<file path="src/rtl/lp_pkg.sv">
package lp_pkg;
  // Weighted bit: terms are 1 with probability 1/2, 1/4, 1/8, 1/16.
  function automatic logic weigh(input logic [3:0] code, input logic [9:0] b);
    logic [3:0] p;
    p[0] = b[0];
    p[1] = &b[2:1];
    p[2] = &b[5:3];
    p[3] = &b[9:6];
    return |(code & p);
  endfunction
endpackage

</file>
<file path="src/rtl/lp_lfsr.sv">
module lp_lfsr #(
  parameter int          W    = 16,
  parameter logic [W-1:0] TAPS = 16'hB400,
  parameter logic [W-1:0] SEED = 16'hACE1
) (
  input  logic         clk_i,
  input  logic         rst_ni,
  output logic [W-1:0] state_o
);
  logic [W-1:0] s_q;
  always_ff @(posedge clk_i or negedge rst_ni)
    if (!rst_ni) s_q <= SEED;
    else         s_q <= {s_q[W-2:0], ^(s_q & TAPS)};
  assign state_o = s_q;
endmodule

</file>
<file path="src/rtl/lp_ctrl.sv">
module lp_ctrl
  import lp_pkg::*;
#(
  parameter int W       = 16,
  parameter int PAT_LEN = 32,
  localparam int CW     = $clog2(PAT_LEN)
) (
  input  logic         clk_i,
  input  logic         rst_ni,
  input  logic [W-1:0] prpg_i,
  input  logic [3:0]   sw_code_i,
  input  logic [3:0]   brst_code_i,
  input  logic [3:0]   frz_code_i,
  output logic [W-1:0] en_o,
  output logic [W-1:0] ctrl_o,
  output logic         mode_o,
  output logic         strobe_o
);
  logic [W-1:0]  shr_q, ctrl_q;
  logic [CW-1:0] cnt_q;
  logic          mode_q, lp_off, term;
  logic [3:0]    term_code;

  assign strobe_o  = (cnt_q == CW'(PAT_LEN-1));
  assign lp_off    = ~|sw_code_i;
  assign term_code = mode_q ? brst_code_i : frz_code_i;
  assign term      = weigh(term_code, prpg_i[W-1:W-10]);

  always_ff @(posedge clk_i or negedge rst_ni)
    if (!rst_ni) begin
      shr_q  <= '0;
      ctrl_q <= '0;
      cnt_q  <= '0;
      mode_q <= 1'b0;
    end else begin
      shr_q  <= {shr_q[W-2:0], weigh(sw_code_i, prpg_i[9:0])};
      cnt_q  <= strobe_o ? '0 : cnt_q + 1'b1;
      mode_q <= mode_q ^ term;
      if (strobe_o) ctrl_q <= shr_q;
    end

  assign en_o   = lp_off ? '1 : (mode_q ? ctrl_q : '0);
  assign ctrl_o = ctrl_q;
  assign mode_o = mode_q;
endmodule

</file>
<file path="src/rtl/lp_hold_bank.sv">
module lp_hold_bank #(
  parameter int W = 16
) (
  input  logic         clk_i,
  input  logic         rst_ni,
  input  logic [W-1:0] d_i,
  input  logic [W-1:0] en_i,
  output logic [W-1:0] q_o
);
  logic [W-1:0] held_q;
  for (genvar i = 0; i < W; i++) begin : g_stage
    assign q_o[i] = en_i[i] ? d_i[i] : held_q[i];
  end
  always_ff @(posedge clk_i or negedge rst_ni)
    if (!rst_ni) held_q <= '0;
    else         held_q <= q_o;
endmodule

</file>
<file path="src/rtl/lp_phase_shift.sv">
module lp_phase_shift #(
  parameter int W      = 16,
  parameter int CHAINS = 4,
  parameter int OFF_A  = 5,
  parameter int OFF_B  = 11
) (
  input  logic [W-1:0]      d_i,
  output logic [CHAINS-1:0] scan_o
);
  for (genvar c = 0; c < CHAINS; c++) begin : g_chain
    localparam int IA = (c + OFF_A) % W;
    localparam int IB = (c + OFF_B) % W;
    assign scan_o[c] = d_i[c] ^ d_i[IA] ^ d_i[IB];
  end
endmodule

</file>
<file path="src/rtl/lp_pattern_gen.sv">
module lp_pattern_gen #(
  parameter int           W       = 16,
  parameter int           CHAINS  = 4,
  parameter int           PAT_LEN = 32,
  parameter logic [W-1:0] TAPS    = 16'hB400,
  parameter logic [W-1:0] SEED    = 16'hACE1
) (
  input  logic              clk_i,
  input  logic              rst_ni,
  input  logic [3:0]        sw_code_i,
  input  logic [3:0]        brst_code_i,
  input  logic [3:0]        frz_code_i,
  output logic [CHAINS-1:0] scan_o,
  output logic [W-1:0]      latch_o,
  output logic [W-1:0]      lfsr_o,
  output logic              mode_o,
  output logic              pat_strobe_o
);
  logic [W-1:0] prpg_w, en_w, ctrl_w, hold_w;

  lp_lfsr #(.W(W), .TAPS(TAPS), .SEED(SEED)) u_lfsr (
    .clk_i, .rst_ni, .state_o(prpg_w));

  lp_ctrl #(.W(W), .PAT_LEN(PAT_LEN)) u_ctrl (
    .clk_i, .rst_ni, .prpg_i(prpg_w), .sw_code_i, .brst_code_i, .frz_code_i,
    .en_o(en_w), .ctrl_o(ctrl_w), .mode_o, .strobe_o(pat_strobe_o));

  lp_hold_bank #(.W(W)) u_hold (
    .clk_i, .rst_ni, .d_i(prpg_w), .en_i(en_w), .q_o(hold_w));

  lp_phase_shift #(.W(W), .CHAINS(CHAINS)) u_ps (
    .d_i(hold_w), .scan_o);

  assign latch_o = hold_w;
  assign lfsr_o  = prpg_w;
endmodule

</file>
<file path="config.mk">
export PLATFORM = sky130hd
export DESIGN_NAME = lp_pattern_gen
export DESIGN_NICKNAME = d
export VERILOG_FILES = /design/src/rtl/lp_pkg.sv /design/src/rtl/lp_lfsr.sv /design/src/rtl/lp_ctrl.sv /design/src/rtl/lp_hold_bank.sv /design/src/rtl/lp_phase_shift.sv /design/src/rtl/lp_pattern_gen.sv
export SDC_FILE = /design/constraint.sdc
export NUM_CORES = 1
export LEC_CHECK = 0
export ABC_CLOCK_PERIOD_IN_PS = 5700
export CAP_MARGIN = 25
export CORE_ASPECT_RATIO = 2
export CORE_MARGIN = 8
export CORE_UTILIZATION = 55
export DETAILED_ROUTE_END_ITERATION = 8
export DONT_BUFFER_PORTS = 1
export PLACE_DENSITY = 0.79
export SYNTH_ARGS = -nofsm -noshare
export SYNTH_HDL_FRONTEND = slang
export SYNTH_SLANG_ARGS = --single-unit
</file>
<file path="constraint.sdc">
create_clock -name clk_i -period 5.7 [get_ports clk_i]
set_clock_uncertainty 0.2 [all_clocks]
set_input_delay 0.57 -clock clk_i [delete_from_list [all_inputs] [get_ports clk_i]]
set_output_delay 0.57 -clock clk_i [all_outputs]
set_load 0.01 [all_outputs]
</file>
# --- Word level (Yosys, flattened, before mapping) ---
# Cells that the tools add are included.
classes:
  add_sub_neg: 1
  n_eq_ne: 1
  n_mux: 20
  bitwise_logic: 11
  n_reduce_logical: 10
ops:
  columns: ["op", "count"]
  rows:
  - ["$mux 16", 2]
  - ["$mux 1", 16]
  - ["$reduce_xor 16->1", 1]
  - ["$reduce_or 4->1", 3]
  - ["$xor 1x1->1", 9]
  - ["$and 4x4->4", 2]
  - ["$reduce_and 4->1", 2]
  - ["$reduce_and 3->1", 2]
  - ["$add 5x1->5 const B", 1]
  - ["$eq 5x5->1 const B", 1]
  - ["$mux 5", 1]
  - ["$mux 4", 1]
  - ["$reduce_and 2->1", 2]
totals:
  register_bits: 70
  in_bits: 14
  output_inout_bits: 38
  wordCells: 49

# --- Logic depth before layout (Yosys ltp) ---
# Gate-level depths: netlist (run 1).
logic_depth:
  ltp_word: 5
  ltp_mapped: 6
  mapped_depth_nobuf: 4

# --- Hierarchy ---
# Synthesis (run 1) repeated with hierarchy kept, for this count alone.
unflattened:
  cells_unflattened: 157
  hier_area_um2: 2668.8
by_module_without_submodules:
  columns: ["module", "n_inst", "cells_each", "area_each_um2", "seq_area_each_um2"]
  rows:
  - ["lp_ctrl", 1, 102, 1496.4, 950.9]
  - ["lp_hold_bank", 1, 32, 640.6, 400.4]
  - ["lp_lfsr", 1, 19, 436.7, 410.4]
  - ["lp_phase_shift", 1, 4, 95.1, 0.0]

# --- Least setup slack after synthesis (run 1) ---
# Ideal clock, no wire load.
synth_timing:
  kind: "in2out"
  start: "input sw_code_i[0]"
  end: "output scan_o[0]"
  arrival_time_ns: 1.910
  required_time_ns: 4.930
  setup_slack_ns: 3.020
  path_stages: 5
  n_path_buf: 1
  path_cell_list: "nor4_4 > buf_6 > a21oi_2 > mux2_4 > xor3_1"
synth_between:
  elab_cells_between_ends: 7
  cone_classes: "4 x mux; 2 x bitwise; 1 x reduce/logical"
synth_lines:
  columns: ["item", "line", "source"]
  rows:
  - ["from (decl)", "lp_pattern_gen.sv:10", "input logic [3:0] sw_code_i,"]
  - ["$reduce_or 4->1", "lp_ctrl.sv:25", "assign lp_off = ~|sw_code_i;"]
  - ["$mux 16", "lp_ctrl.sv:42", "assign en_o = lp_off ? '1 : (mode_q ? ctrl_q : '0);"]
  - ["$mux 1", "lp_hold_bank.sv:12", "assign q_o[i] = en_i[i] ? d_i[i] : held_q[i];"]
  - ["net latch_o[11]", "lp_pattern_gen.sv:14", "output logic [W-1:0] latch_o,"]
  - ["$xor 1x1->1", "lp_phase_shift.sv:13", "assign scan_o[c] = d_i[c] ^ d_i[IA] ^ d_i[IB];"]
  - ["to (decl)", "lp_pattern_gen.sv:13", "output logic [CHAINS-1:0] scan_o,"]
# The timed path passes the listed nets, and every way through them passes these cells.

# --- Worst setup path in the final report (run 1) ---
layout_timing:
  start: "input sw_code_i[0]"
  end: "output scan_o[3]"
# Same word-level chain as after synthesis.

==> run metrics, run 1 <==
status complete, no violations; minimum clock period approximately 3000 ps; clock latency on the worst-skew pair roughly 340 ps; top sig layer met4; FP Rows 35; number of global-route vias before repair 1457; drt total wl about 4900 um; H-tree depth 3; Area Growth Syn to Fin 11.0%; Commonest cells post-synth dfrtp_1, mux2_2, a21oi_1; global-route wire length before repair 7900 um; Worst Tran Pin Value 940 ps; largest net degree at the start of global routing 71; Mapped Area 0.00256 mm^2; setup bufs post-CTS 0; Synthesis Warnings 0; Setup violations, final 0; cts bufs inserted 9; Post-synth ARST share 1.00; clk buf depth 2; CTS root buf clkbuf_8; Tot GR Track Use 0.146; Max VDD drop between 0.2 and 0.3 mV; met2 WL post-DR 2680 um; Pre-antenna DRT Iters 4; PD cells between 300 and 400 mW/mm^2; Starting Density 0.562; CTS tree done; met3 WL 399 um; Max Freq between 0.3 and 0.4 GHz; CTS Sinks 70; DP HPWL 3420 um; Max FO, Critical Path 16; syn avg cell area between 15 and 20 um^2; Tcrit/Tclk final 0.528; DR DRC count 0; RSZ-0062 raised after global routing no; wire per inst between 20 and 25 um; Antenna diodes 0; GP Congestion approximately 0.75; vias per inst 5.82; #FFs+latches synth 70; share of layout cells above drive strength 1 0.369; CTS resizes 0; final core utilization 0.624; slew margin rel. 0.373; Top Ports 52; PortBufs 0; critical path arrival 2240 ps; Post-CTS Hold Buffers 2; Clock transition at path regs 70 ps; Hold Crit Class flip-flop to flip-flop; Setup crit end kind output pin; Pwr Total approximately 920 uW; final hold vios 0; Synth cell types 21; Critical Path RT 4930 ps; cell count after synthesis 155; pre-CTS setup slack 2680 ps; worst setup path class input pin to output pin; startpoint types input pin; Chip Width 64.3 um; most frequent cell after synthesis dfrtp_1; Core ar. 0.00455 mm^2; Synth top area share 0.606; most used flip-flop cell after synthesis dfrtp_1; initial antenna violation count 0; Max Slew Vio Count 0; final worst slack about 2700 ps; Die ar. 0.00723 mm^2; EDFF count, synth 0; DR vias 1297; Metal-1 WL 1720 um; synth top area cells dfrtp_1, mux2_2, dfstp_2; max_cap viols 0; Die Ht 113 um; Fillers 344; Leak 1.39 nW; setup TNS 0 ps; grt ovf 0; Seq/Total Area, Yosys 0.688; Syn Nets 172; 1st-iter DRT viols 29; Nets 180; Synth area leader dfrtp_1; Routed Antenna Nets 0
[where the power goes]
group / switching [mW] / internal (mW)
registers: 0 / 0.497
logic: 0.0112 / 0.00463
clock network: 0.178 / 0.226
[final timing paths]
path,from,to,slack (ps),cells after the start
hold reg to reg,u_ctrl.shr_q[14]$_DFF_PN0_,u_ctrl.shr_q[15]$_DFF_PN0_,180,0
hold / removal,u_ctrl.shr_q[14]$_DFF_PN0_,u_ctrl.shr_q[15]$_DFF_PN0_,180,0
max in group asynchronous,rst_ni,u_lfsr.state_o[0]$_DFF_PN1_,4420,2
min in group asynchronous,rst_ni,u_ctrl.ctrl_o[0]$_DFFE_PN0P_,570,2
setup / recovery,sw_code_i[0],scan_o[3],2690,4
setup reg to reg,u_ctrl.cnt_q[0]$_DFF_PN0_,u_ctrl.ctrl_o[6]$_DFFE_PN0P_,3430,4
[routing by layer]
| metal | up-vias | track usage |
|---|---|---|
| met5 | - | 0 |
| met4 | 0 | 0.0880 |
| met3 | 4 | 0.0698 |
| met2 | 47 | 0.237 |
| met1 | 669 | 0.146 |
| li1 | 577 | - |
[kinds of logic after synthesis]
| kind of cell | after synthesis | synth area share |
|---|---|---|
| fa+ha+maj | 3 | 0.0147 |
| simple gates | 15 | 0.0361 |
| flops | 70 | 0.688 |
| mux | 33 | 0.148 |
| buf+inv | 5 | 0.0132 |
| xor+xnor | 8 | 0.0508 |
| compound gates | 21 | 0.0493 |
[per-stage QoR]
step	cells	hold slack (ps)	area, um^2
2_1_floorplan	155	74.4	2560
3_3_place_gp	205	77.5	2600
6_report	223	178	2840
3_5_place_dp	205	77.5	2600
5_1_grt	223	174	2840
4_1_cts	223	164	2840
[worst max-delay path: stages]
cell,delay (ps)
nor4_4,720
a21oi_1,120
mux2_2,370
xor3_1,450
[state kept, by name, indices dropped and copies added (netlist names)]
name and flops:
u_hold.held_q 16, u_ctrl.cnt_q 5, u_ctrl.ctrl_o 16, u_ctrl.mode_o 1
u_ctrl.shr_q 16, u_lfsr.state_o 16
[area by class of cell]
| class | count | area (um^2) | area share |
|---|---|---|---|
| clock buffer | 11 | 151 | 0.0533 |
| clock inverter | 5 | 57.6 | 0.0202 |
| multi-input combinational | 80 | 766 | 0.269 |
| sequential | 70 | 1760 | 0.620 |
| tap | 55 | 68.8 | 0.0242 |
| timing repair buffer | 2 | 37.5 | 0.0132 |
[cell usage in the layout (no fill, tap or decap), drive strengths merged, types with 3 or more instances in the layout]
cell type / instances
a21oi: 16
xor3: 4
xnor2: 3
nand4: 4
clkbuf: 11
dfrtp: 62
dfstp: 8
nor2: 3
clkinv: 4
ha: 3
mux2: 33
nand3: 3
Power figures use the tool's default switching activity.
==> run 2: changes to the inputs <==
--- a/config.mk
+++ b/config.mk
@@ -5,7 +5,7 @@
 export SDC_FILE = /design/constraint.sdc
 export NUM_CORES = 1
 export LEC_CHECK = 0
-export ABC_CLOCK_PERIOD_IN_PS = 5700
+export ABC_CLOCK_PERIOD_IN_PS = 3000
 export CAP_MARGIN = 25
 export CORE_ASPECT_RATIO = 2
 export CORE_MARGIN = 8
==> constraint.sdc (replaced) <==
create_clock -name clk_i -period 3 [get_ports clk_i]
set_clock_uncertainty 0.2 [all_clocks]
set_input_delay 0.3 -clock clk_i [delete_from_list [all_inputs] [get_ports clk_i]]
set_output_delay 0.3 -clock clk_i [all_outputs]
set_load 0.01 [all_outputs]
==> run 2 against run 1 <==
Final cell count up 3.1%. Worst setup slack lost 2300 ps. Register-to-register slack got worse by 2600 ps. Global-route usage rose by 0.16 points. Critical path type is now flip-flop to output pin. Critical endpoint is now scan_o[2].
==> run metrics, run 2 (synthesis gave the netlist of run 1 again) <==
status complete, no violations (unchanged); minimum clock period 2640 ps; startpoint types flip-flop (was input pin); Top Ports 52 (unchanged); clock latency on the worst-skew pair 320 ps (was 340 ps); sequence of cells on the critical path a21oi_1, mux2_2, xor3_1 (was nor4_4, a21oi_1, mux2_2, xor3_1); setup bufs post-CTS 0 (unchanged); master of the slowest instance on the critical path dfrtp_1 (was nor4_4); FP Rows 35 (unchanged); most common cell after layout, fill and taps aside dfrtp_1 (unchanged); vias per inst 5.77 (was 5.82); grt ovf 0 (unchanged); DP HPWL 3540 um (was 3420 um); Pre-antenna DRT Iters 4 (unchanged); drt total wl 5030 um (was 4860 um); Hold Crit Class input pin to flip-flop (was flip-flop to flip-flop); commonest non-fill, non-tap cells in the layout dfrtp_1, mux2_2, a21oi_1, clkbuf_8, dfstp_2 (unchanged); CTS Sinks 70 (unchanged); Worst Tran Pin Value 643 ps (was 940 ps); slew margin rel. 0.571 (was 0.373); largest net degree at the start of global routing 71 (unchanged); Core ar. 0.00455 mm^2 (unchanged); final core utilization 0.633 (was 0.624); Int Pwr 1.35 mW (was 727 uW); Net Switching 317 uW (was 189 uW); Clock transition at path regs 60 ps (was 70 ps); slowest stage delay, CP 620 ps (was 720 ps); RSZ-0062 raised after global routing no (unchanged); Tcrit/Tclk final 0.880; worst setup path class flip-flop to output pin (was input pin to output pin); Fillers 328 (was 344); CTS resizes 0 (unchanged); Nets 187 (was 180); Chip Width 64.3 um (unchanged); initial antenna violation count 0 (unchanged); Routed Antenna Nets 0 (unchanged); DR vias 1327 (was 1297); power share of the clock group 0.413 (was 0.440); PD cells 577 mW/mm^2 (was 322 mW/mm^2); Die ar. 0.00723 mm^2 (unchanged); CTS tree done (unchanged); wire per inst 21.9 um (was 21.8 um); CTS root buf clkbuf_8 (unchanged); Die Ht 113 um (unchanged); 1st-iter DRT viols 26 (was 29); max_cap viols 0 (unchanged); Setup violations, final 0 (unchanged); Post-CTS Hold Buffers 5 (was 2); number of global-route vias before repair 1502 (was 1457); Area Growth Syn to Fin 12.6% (was 11.0%); Starting Density 0.562 (unchanged); cts bufs inserted 9 (unchanged); critical path arrival 2140 ps (was 2240 ps); Max Slew Vio Count 0 (unchanged); H-tree depth 3 (unchanged); clk buf depth 2 (unchanged); setup TNS 0 ps (unchanged); share of layout cells above drive strength 1 0.360 (was 0.369); final worst slack 361 ps (was 2690 ps); Setup crit end kind output pin (unchanged); final hold vios 0 (unchanged); GP Congestion 0.748 (was 0.746); pre-CTS setup slack 748 ps (was 2680 ps); PortBufs 0 (unchanged); critical path's top delay family flip-flops (was simple AND/OR/NAND/NOR gates); Max FO, Critical Path 16 (unchanged); Leak 1.41 nW (was 1.39 nW); global-route wire length before repair 8090 um (was 7900 um); sequential share of power 0.568 (was 0.542); Pwr Total 1.66 mW (was 916 uW); Max Freq 0.379 GHz; Critical Path RT 2500 ps (was 4930 ps); Max VDD drop 0.653 mV (was 0.256 mV); Sw Ratio 0.191 (was 0.206); CP bufs+invs 0 (unchanged); combinational fraction of design power 0.019 (was 0.017); Antenna diodes 0 (unchanged); Tot GR Track Use 0.148 (was 0.146); DR DRC count 0 (unchanged)
## run 2: routing by layer
layer,part of all wire,vias to the layer above,GRT usage
met3,0.082,7,0.0728
met4,0.026,0,0.0792
met2,0.56,49,0.258
met5,0,-,0
li1,-,582,-
met1,0.33,689,0.133
## run 2: path summary, 6_finish.rpt
| check | from | endpoint | slack [ps] | depth (start not counted) |
|---|---|---|---|---|
| max | u_ctrl.mode_o$_DFF_PN0_ | scan_o[2] | 360 | 3 |
| min | brst_code_i[2] | u_ctrl.mode_o$_DFF_PN0_ | 30 | 2 |
| max reg2reg | u_lfsr.state_o[1]$_DFF_PN0_ | u_ctrl.shr_q[0]$_DFF_PN0_ | 830 | 4 |
| min reg2reg | u_ctrl.shr_q[13]$_DFF_PN0_ | u_ctrl.shr_q[14]$_DFF_PN0_ | 170 | 0 |
| max in group asynchronous | rst_ni | u_lfsr.state_o[0]$_DFF_PN1_ | 1970 | 2 |
| min in group asynchronous | rst_ni | u_ctrl.cnt_q[3]$_DFF_PN0_ | 330 | 2 |
## run 2: layout make-up
type | instances | area, um^2 | share of cell area
Clock buffer | 16 | 190 | 0.0659
Timing Repair Buffer | 9 | 97.6 | 0.0338
Multi-Input combinational cell | 80 | 766 | 0.266
Tap cell | 55 | 68.8 | 0.0239
Sequential cell | 70 | 1760 | 0.611
## run 2: worst reg2reg max path: stages (launching register included)
cell	delay, ps
dfrtp_1	450
a32oi_1	210
dlygate4sd3_1	560
nand3_1	70
dlygate4sd3_1	560
## run 2: through the flow
stage,hold slack (ps),std cells,cell area (um^2)
floorplan,-196,155,2560
global route,20.0,230,2880
finish,26.3,230,2880
CTS,9.38,230,2880
detailed placement,-192,209,2630
global placement,-193,209,2630
## run 2: power by group through the flow
stage	clock [mW]	sequential (mW)	combinational (mW)
floorplan	0	0.962	0.00777
CTS	0.712	0.944	0.0329
finish	0.687	0.945	0.0320
global route	0.745	0.944	0.0371
detailed placement	0	0.962	0.00872
global placement	0	0.962	0.00865
==> run 3: changes to the inputs <==
--- a/config.mk
+++ b/config.mk
@@ -8,11 +8,11 @@
 export ABC_CLOCK_PERIOD_IN_PS = 3000
 export CAP_MARGIN = 25
 export CORE_ASPECT_RATIO = 2
-export CORE_MARGIN = 8
-export CORE_UTILIZATION = 55
+export CORE_UTILIZATION = 47
 export DETAILED_ROUTE_END_ITERATION = 8
 export DONT_BUFFER_PORTS = 1
-export PLACE_DENSITY = 0.79
+export PLACE_DENSITY = 0.71
+export SKIP_LAST_GASP = 1
 export SYNTH_ARGS = -nofsm -noshare
 export SYNTH_HDL_FRONTEND = slang
 export SYNTH_SLANG_ARGS = --single-unit
==> run 3 against run 2 <==
Maximum frequency is 4.3% higher. Via count is 1.4% lower. Wire length is 11% lower. Largest cell class unchanged.
==> run metrics, run 3 (synthesis gave the netlist of run 1 again) <==
status complete, no violations (unchanged); CTS resizes 0 (unchanged); H-tree depth 3 (unchanged); grt ovf 0 (unchanged); CTS root buf clkbuf_8 (unchanged); FF-to-FF Start u_lfsr.state_o[1]$_DFF_PN0_ (unchanged); Top Ports 52 (unchanged); Min Hold Slack 15.8 ps (was 26.3 ps); CTS tree done (unchanged); Setup violations, final 0 (unchanged); reg-to-reg slack, setup 790 ps (was 830 ps); Worst Tran Pin Value 762 ps (was 643 ps); worst setup path class flip-flop to output pin (unchanged); vias per inst 5.64 (was 5.77); DR DRC count 0 (unchanged); wire per inst 19.4 um (was 21.9 um); Routed Antenna Nets 0 (unchanged); FP Rows 37 (was 35); global-route wire length before repair 7470 um (was 8090 um); final hold vios 0 (unchanged); Max Slew Vio Count 0 (unchanged); Area Growth Syn to Fin 12.1% (was 12.6%); slew margin rel. 0.492 (was 0.571); minimum clock period 2530 ps (was 2640 ps); commonest non-fill, non-tap cells in the layout dfrtp_1, mux2_2, a21oi_1, clkbuf_8, dfstp_2 (unchanged); number of global-route vias before repair 1499 (was 1502); Pre-antenna DRT Iters 4 (unchanged); critical path arrival 2030 ps (was 2140 ps); initial antenna violation count 0 (unchanged); clk buf depth 2 (unchanged); DP Area 0.00262 mm^2 (was 0.00263 mm^2); Antenna diodes 0 (unchanged); pre-CTS setup slack 807 ps (was 748 ps); Leak 1.40 nW (was 1.41 nW); Die Ht 106 um (was 113 um); Max FO, Critical Path 17 (was 16); RSZ-0062 raised after global routing no (unchanged); Chip Width 54.2 um (was 64.3 um); share of layout cells above drive strength 1 0.356 (was 0.360); Nets 186 (was 187); register area 0.00176 mm^2 (unchanged); Reg2Reg Depth 4 (unchanged); Die ar. 0.00577 mm^2 (was 0.00723 mm^2); DR vias 1309 (was 1327); drt total wl 4490 um (was 5030 um); most common cell after layout, fill and taps aside dfrtp_1 (unchanged); Max Freq 0.395 GHz (was 0.379 GHz); hold path depth 2 (unchanged); cts bufs inserted 9 (unchanged); Fillers 424 (was 328); PortBufs 0 (unchanged); setup bufs post-CTS 0 (unchanged); Critical Path RT 2500 ps (about the same); startpoint types flip-flop (unchanged); worst r2r dst u_ctrl.shr_q[0]$_DFF_PN0_ (unchanged); area of the multi-input gates 766 um^2 (unchanged); HP Start brst_code_i[2] (unchanged); DP HPWL 3120 um (was 3540 um); Tot GR Track Use 0.189 (was 0.148); largest net degree at the start of global routing 71 (unchanged); Post-CTS Hold Buffers 5 (unchanged); Hold Crit Class input pin to flip-flop (unchanged); Setup crit end kind output pin (unchanged); max_cap viols 0 (unchanged); GP Congestion 0.761 (was 0.748); final worst slack 469 ps (was 361 ps); post-route cell area 0.00287 mm^2 (was 0.00288 mm^2); PD cells 575 mW/mm^2 (was 577 mW/mm^2); clock latency on the worst-skew pair 340 ps (was 320 ps); hold endpoint u_ctrl.mode_o$_DFF_PN0_ (unchanged); Max VDD drop 0.496 mV (was 0.653 mV); Core ar. 0.00518 mm^2 (was 0.00455 mm^2); Starting Density 0.494 (was 0.562); Tcrit/Tclk final 0.844 (was 0.880); setup TNS 0 ps (unchanged); CTS Sinks 70 (unchanged); Clock transition at path regs 60 ps (about the same); 1st-iter DRT viols 31 (was 26)
## run 3: cell count changes in the layout (fill, tap and decap cells not counted), sizes merged
| cell | previous run | this run |
|---|---|---|
| clkinv | 0 | 1 |
| buf | 5 | 4 |
| clkbuf | 16 | 15 |
## run 3: report_power, final
group	switching (mW)	internal [mW]
clock network	0.308	0.368
registers	0	0.945
logic	0.0219	0.0100
## run 3: worst max path at each step
stage / end / startpoint / cells past startpoint / slack, ps
floorplan: u_ctrl.ctrl_o[10]$_DFFE_PN0P_ / u_ctrl.cnt_q[0]$_DFF_PN0_ / 6 / 750
detailed placement: scan_o[2] / u_ctrl.mode_o$_DFF_PN0_ / 3 / 810
global placement: scan_o[3] / sw_code_i[0] / 5 / 820
finish: scan_o[2] / u_ctrl.mode_o$_DFF_PN0_ / 3 / 470
CTS: scan_o[2] / u_ctrl.mode_o$_DFF_PN0_ / 3 / 440
global route: pat_strobe_o / u_ctrl.cnt_q[0]$_DFF_PN0_ / 4 / 370
## run 3: worst max-delay path, stage by stage, from the launching register on
cell	delay, ps
dfrtp_1	590
a21oi_1	260
mux2_2	420
xor3_1	420
## run 3: stage by stage
stage / total power, mW / instances / util
2_1_floorplan: 0.970 / 155 / -
3_3_place_gp: 0.970 / 211 / 0.506
3_5_place_dp: 0.970 / 211 / 0.506
4_1_cts: 1.67 / 232 / 0.554
5_1_grt: 1.71 / 232 / 0.554
6_report: 1.65 / 232 / 0.554
## run 3: area by class of cell
class / instances / area share
clock inverters: 1 / 0.00174
flip-flops and latches: 70 / 0.614
repair buffers: 8 / 0.0314
clock buffers: 15 / 0.0614
multi-input cells: 80 / 0.267
well taps: 58 / 0.0253
## run 3: metal layers
metal / GRT usage / share of wire / up-vias / wire (um)
li1: - / - / 582 / -
met4: 0.114 / 0.029 / 0 / 132
met3: 0.0572 / 0.050 / 13 / 225
met1: 0.223 / 0.36 / 666 / 1640
met2: 0.291 / 0.56 / 48 / 2500
met5: 0 / 0 / - / 0
